## src/rtl/uart_lsr_pkg.sv

```systemverilog
package uart_lsr_pkg;
   localparam int DW = 8;

   typedef struct packed {
      logic          brk;
      logic          frm;
      logic          par;
      logic [DW-1:0] data;
   } rx_ent_t;
endpackage

```

## src/rtl/uart_rx_store.sv

```systemverilog
module uart_rx_store
   import uart_lsr_pkg::*;
#(
   parameter int DEPTH = 16,
   localparam int AW = $clog2(DEPTH),
   localparam int CW = AW + 1
) (
   input  logic          clk,
   input  logic          rst_n,
   input  logic          push,
   input  logic          pop,
   input  rx_ent_t       din,
   output rx_ent_t       head,
   output logic [CW-1:0] count,
   output logic          full,
   output logic          empty,
   output logic          err_any
);
   if ((DEPTH & (DEPTH - 1)) != 0 || DEPTH < 2) begin : g_bad_depth
      $error("uart_rx_store: DEPTH must be a power of two of at least 2");
   end

   rx_ent_t              mem [DEPTH];
   logic [DEPTH-1:0]     vld;
   logic [DEPTH-1:0]     slot_err;
   logic [AW-1:0]        wp, rp;
   logic                 do_push, do_pop;

   assign full    = (count == CW'(DEPTH));
   assign empty   = (count == '0);
   assign do_push = push & ~full;
   assign do_pop  = pop & ~empty;

   always_ff @(posedge clk or negedge rst_n) begin
      if (!rst_n) begin
         wp    <= '0;
         rp    <= '0;
         count <= '0;
         vld   <= '0;
      end else begin
         if (do_push) begin
            wp      <= wp + 1'b1;
            vld[wp] <= 1'b1;
         end
         if (do_pop) begin
            rp      <= rp + 1'b1;
            vld[rp] <= 1'b0;
         end
         case ({do_push, do_pop})
            2'b10:   count <= count + 1'b1;
            2'b01:   count <= count - 1'b1;
            default: count <= count;
         endcase
      end
   end

   always_ff @(posedge clk) begin
      if (do_push) mem[wp] <= din;
   end

   for (genvar i = 0; i < DEPTH; i++) begin : g_slot
      assign slot_err[i] = vld[i] & (mem[i].brk | mem[i].frm | mem[i].par);
   end

   assign err_any = |slot_err;
   assign head    = mem[rp];
endmodule

```

## src/rtl/uart_trig_dec.sv

```systemverilog
module uart_trig_dec #(
   parameter int DEPTH = 16,
   parameter int LVL0  = 1,
   parameter int LVL1  = 4,
   parameter int LVL2  = 8,
   parameter int LVL3  = 14,
   localparam int CW = $clog2(DEPTH) + 1
) (
   input  logic [1:0]    sel,
   input  logic [CW-1:0] count,
   output logic          reached
);
   if (LVL0 < 1 || LVL1 < 1 || LVL2 < 1 || LVL3 < 1 ||
       LVL0 > DEPTH || LVL1 > DEPTH || LVL2 > DEPTH || LVL3 > DEPTH) begin : g_bad_lvl
      $error("uart_trig_dec: trigger levels must lie in 1..DEPTH");
   end

   logic [CW-1:0] level;

   always_comb begin
      case (sel)
         2'd0:    level = CW'(LVL0);
         2'd1:    level = CW'(LVL1);
         2'd2:    level = CW'(LVL2);
         default: level = CW'(LVL3);
      endcase
   end

   assign reached = (count >= level);
endmodule

```

## src/rtl/uart_lsr_core.sv

```systemverilog
module uart_lsr_core
   import uart_lsr_pkg::*;
#(
   parameter int DEPTH = 16,
   parameter int LVL0  = 1,
   parameter int LVL1  = 4,
   parameter int LVL2  = 8,
   parameter int LVL3  = 14,
   localparam int CW = $clog2(DEPTH) + 1
) (
   input  logic          clk,
   input  logic          rst_n,
   input  logic          fifo_en,
   input  logic [3:0]    int_en,
   input  logic [1:0]    trig_sel,
   input  logic          rx_push,
   input  logic [DW-1:0] rx_data,
   input  logic          rx_par_err,
   input  logic          rx_frm_err,
   input  logic          rx_brk,
   input  logic          host_rd,
   input  logic          lsr_rd,
   input  logic [CW-1:0] tx_count,
   input  logic          tx_shift_idle,
   output logic [DW-1:0] rhr_data,
   output logic [7:0]    lsr,
   output logic          rx_irq,
   output logic          trig_hit
);
   rx_ent_t       wr_ent, hd_ent;
   logic [CW-1:0] rx_cnt;
   logic          rx_full, rx_empty, rx_err_any, lvl_reached, ovr;

   assign wr_ent = '{brk: rx_brk, frm: rx_frm_err, par: rx_par_err, data: rx_data};

   uart_rx_store #(.DEPTH(DEPTH)) u_store (
      .clk     (clk),
      .rst_n   (rst_n),
      .push    (rx_push),
      .pop     (host_rd),
      .din     (wr_ent),
      .head    (hd_ent),
      .count   (rx_cnt),
      .full    (rx_full),
      .empty   (rx_empty),
      .err_any (rx_err_any)
   );

   uart_trig_dec #(.DEPTH(DEPTH), .LVL0(LVL0), .LVL1(LVL1), .LVL2(LVL2), .LVL3(LVL3)) u_trig (
      .sel     (trig_sel),
      .count   (rx_cnt),
      .reached (lvl_reached)
   );

   always_ff @(posedge clk or negedge rst_n) begin
      if (!rst_n)                  ovr <= 1'b0;
      else if (rx_push && rx_full) ovr <= 1'b1;
      else if (lsr_rd)             ovr <= 1'b0;
   end

   logic tx_empty;
   assign tx_empty = (tx_count == '0) | ~rst_n;

   always_comb begin
      lsr    = '0;
      lsr[0] = ~rx_empty;
      lsr[1] = ovr;
      lsr[2] = ~rx_empty & hd_ent.par;
      lsr[3] = ~rx_empty & hd_ent.frm;
      lsr[4] = ~rx_empty & hd_ent.brk;
      lsr[5] = tx_empty;
      lsr[6] = tx_empty & (tx_shift_idle | ~rst_n);
      lsr[7] = rx_err_any;
   end

   assign rhr_data = hd_ent.data;
   assign trig_hit = fifo_en & lvl_reached;
   assign rx_irq   = trig_hit & int_en[0];
endmodule

```

## config.mk

```make
export PLATFORM = sky130hd
export DESIGN_NAME = uart_lsr_core
export DESIGN_NICKNAME = d
export VERILOG_FILES = /design/src/rtl/uart_lsr_pkg.sv /design/src/rtl/uart_rx_store.sv /design/src/rtl/uart_trig_dec.sv /design/src/rtl/uart_lsr_core.sv
export SDC_FILE = /design/constraint.sdc
export NUM_CORES = 1
export LEC_CHECK = 0
export ABC_AREA = 1
export BUFFER_PORTS_ARGS = -buffer_cell sky130_fd_sc_hd__buf_2
export CORE_ASPECT_RATIO = 0.75
export CORE_MARGIN = 4
export CORE_UTILIZATION = 60
export CTS_CLUSTER_DIAMETER = 60
export DETAILED_ROUTE_END_ITERATION = 10
export PLACE_DENSITY_LB_ADDON = 0.15
export RECOVER_POWER = 25
export SYNTH_ARGS = -nofsm -noshare
export SYNTH_HDL_FRONTEND = slang
export SYNTH_SLANG_ARGS = --single-unit
```

## constraint.sdc

```tcl
create_clock -name clk -period 3.5 [get_ports clk]
set_input_delay 0.525 -clock clk [delete_from_list [all_inputs] [get_ports clk]]
set_output_delay 0.525 -clock clk [all_outputs]
set_load 0.03 [all_outputs]
```

==> summary.txt <==
Outcome
  • Result of the run: finished clean

Yosys
  • Synthesized flop and latch total: 206
  • Synth Cell Area: 8700 µm²
  • Dominant synthesized flop cell: edfxtp_1
  • Syn Inst Count: 719
  • Main combinational cell family by area after synthesis: compound AO/OA/AOI/OAI gates
  • Compound-cell area share of the yosys netlist: 11.76%
  • Post-Synth Adder-Cell Area: 2.157%
  • Ys async rst share: 14.56%
  • Post-synth EDFFs: 176
  • Unique masters post-synth: 31
  • Xor-xnor portion of the synthesized cell area: 1.007%
  • Total number of yosys warnings: 0
  • Avg Inst Size Synth: 12.10 µm²
  • Register area share after synthesis: 69.38%
  • Syn nets: 763
  • Synth Area in Simple Gates: 11.15%
  • Post-synthesis mux area share: 0%

Power
  • Peak supply drop: 0.4097 mV
  • Comb pwr share: 37.4%
  • P_int: 5.182 mW
  • Clk pwr share: 23.9%
  • Power Dens Cells: 868.2 nW/µm²
  • Total net switching power: 3.277 mW
  • Sw Share: 38.74%
  • P_leak: 3.618 nW
  • Reg power frac: 38.6%

CTS
  • Clk sinks: 206
  • CTS H-Tree Depth: 1
  • Root Buffer: clkbuf_16
  • Max Buffers Root-to-Sink: 3
  • Clock tree from TritonCTS: yes
  • Total CTS buffers: 20
  • Worst-path clk slew: 70 ps
  • Post-cts repair resize count: 0
  • Total setup buffers inserted after CTS: 0
  • Cts hold-fix bufs: 0
  • Clock Latency Late Sink: 490 ps

STA
  • Worst Tran Pin Value: 869.7 ps
  • Final hold vios: 0
  • Setup TNS: 0 ps
  • Slew Viols, Final: 0
  • # setup viols final: 0
  • Fmax: 328.3 MHz
  • Final Skew: 12.11 ps
  • Period minus WS final: 3046 ps
  • Final period utilization: 87.03%
  • Max_slew headroom: 41.96%
  • RSZ-0062 raised after global routing: no

Floorplan
  • Row cnt: 37
  • Core area: 13930 µm²
  • Die Ht: 112.3 µm
  • Num ports: 47
  • Starting Density: 62.43%
  • Die width: 147.0 µm
  • Full die area: 16510 µm²

Worst hold path
  • Hold/Removal Path Class: input pin to asynchronous set/reset pin

Worst setup path
  • Startpoint types: flop
  • CP Max Fanout: 35
  • Worst EP arrival: 2520 ps
  • Crit path capture type: output pin
  • Reg2Reg Depth: 13
  • Critical Path RT: 2970 ps
  • Kind of critical path: flop to output pin

Place
  • GP Congestion: 0.9029
  • HPWL Detailed: 12760 µm
  • Placed Cells: 942
  • # port buffers: 43

Route
  • DRT iter0 DRCs: 533
  • DRC violations left: 0
  • Total wire length: 20000 µm
  • Via density per instance: 6.053
  • Top sig layer: met4
  • DR vias: 5908
  • Routed length per placed instance: 20.49 µm
  • DRT antenna net count: 0
  • WL met3: 1743 µm
  • DR pass1 iterations: 5
  • DRT met1 WL: 8697 µm
  • Met2 Wirelength: 9220 µm

GRT
  • Largest net degree at the start of global routing: 64
  • Total GRT Usage: 24.25%
  • Vias in the first global route: 5638
  • First-pass GRT wire length: 31320 µm
  • Total grt overflow: 0
  • Initial antenna violation count: 0

Finish
  • Antenna fix cells: 0
  • Post-Layout Cell Count: 976
  • Area Overhead vs Synth: 11.99%
  • Share of layout cells above drive strength 1: 12.55%
  • Post-layout nets: 813

Flow run
  • # Max-Cap Violations: 0
[final timing paths]
path,slack [ps],endpoint,start
setup reg to reg,1190,u_store.count[4]$_DFFE_PN0P_,u_store.count[1]$_DFFE_PN0P_
min in group clk,250,ovr$_DFFE_PN0P_,lsr_rd
max in group asynchronous,2860,u_store.rp[0]$_DFFE_PN0N_,rst_n
hold reg to reg,510,u_store.vld[6]$_DFF_PN0_,u_store.vld[6]$_DFF_PN0_
hold / removal,100,u_store.vld[10]$_DFF_PN0_,rst_n
setup / recovery,450,lsr[2],u_store.rp[1]$_DFFE_PN0N_
[metal layers]
layer  vias to the layer above  track usage (%)
li1                       2695                -
met1                      2903            35.47
met2                       283            39.05
met3                        27            4.318
met4                         0            4.904
met5                         -                0
[flip-flops by register name, summed over array words and instances (netlist names)]
| register | count |
|---|---|
| u_store.wp | 4 |
| ovr | 1 |
| u_store.vld | 16 |
| u_store.rp | 4 |
| u_store.count | 5 |
| u_store.mem | 176 |
[worst max-delay path, cell delays in order (launching register included)]
cell and delay (ps):
dfrtp_1 380, inv_1 380, buf_12 260, o21ai_0 140
o22ai_1 300, a22o_1 230, nor2_1 50, nor2_1 80
buf_2 200
[area by class of cell]
| class | count | area (µm²) |
|---|---|---|
| Clock buffer | 25 | 540.5 |
| Timing Repair Buffer | 64 | 387.9 |
| Multi-Input combinational cell | 427 | 2268 |
| Tap cell | 195 | 244.0 |
| Inverter | 50 | 195.2 |
| Fill cell | 976 | 4192 |
| Clock inverter | 9 | 70.07 |
| Sequential cell | 206 | 6037 |
[logic make-up (layout without fill, tap and decap cells)]
logic type,after synthesis,after routing
AND/OR/NAND/NOR,226,226
AO/OA/AOI/OAI,176,176
adder cells (fa/ha/maj),15,15
flip-flops,206,206
XOR/XNOR,10,10
buffers and inverters,86,148
[cell usage after synthesis (8+ instances only)]
cell type | n | area, µm²
edfxtp_1 | 176 | 5285
nor2_1 | 117 | 439.2
o21ai_0 | 80 | 400.4
nand2_1 | 67 | 251.5
o22ai_1 | 59 | 369.1
inv_1 | 47 | 176.4
dfrtp_1 | 30 | 750.7
buf_2 | 19 | 95.09
nand4_1 | 16 | 100.1
ha_1 | 15 | 187.7
o31ai_1 | 15 | 112.6
o21ai_1 | 12 | 60.06
nand3_1 | 10 | 50.05
clkbuf_1 | 8 | 30.03
xor2_1 | 8 | 70.07
[layout by cell type (no fill, tap or decap), drive strengths merged, types with 2 or more instances in the layout]
cell,count
a22o,6
buf,56
clkbuf,33
clkinv,6
dfrtp,30
edfxtp,176
ha,15
inv,51
nand2,74
nand3,12
nand4,16
nor2,121
nor3,3
o21ai,92
o22ai,59
o31ai,15
xnor2,2
xor2,8
[power by group through the flow]
stage / registers, mW / clock network, mW / logic, mW
floorplan: 3.24 / 0 / 2.27
global placement: 3.29 / 0 / 3.04
detailed placement: 3.30 / 0 / 3.14
CTS: 3.26 / 2.04 / 3.16
global route: 3.30 / 2.14 / 3.47
finish: 3.27 / 2.02 / 3.17
[per-stage QoR]
| stage | hold WS [ps] | power (mW) | setup slack (ps) | util, % | instance area, µm² |
|---|---|---|---|---|---|
| 5_1_grt | 157.2 | 8.909 | 354.9 | 69.92 | 9743 |
| 3_5_place_dp | 485.3 | 6.442 | 997.6 | 65.61 | 9143 |
| 3_3_place_gp | 482.2 | 6.329 | 1107 | 65.61 | 9143 |
| 2_1_floorplan | 229.4 | 5.507 | 1186 | - | 8700 |
| 4_1_cts | 109.2 | 8.459 | 480.3 | 69.99 | 9753 |
| 6_report | 103.1 | 8.459 | 453.9 | 69.92 | 9743 |
No activity file was read; power rests on OpenSTA's default activity.
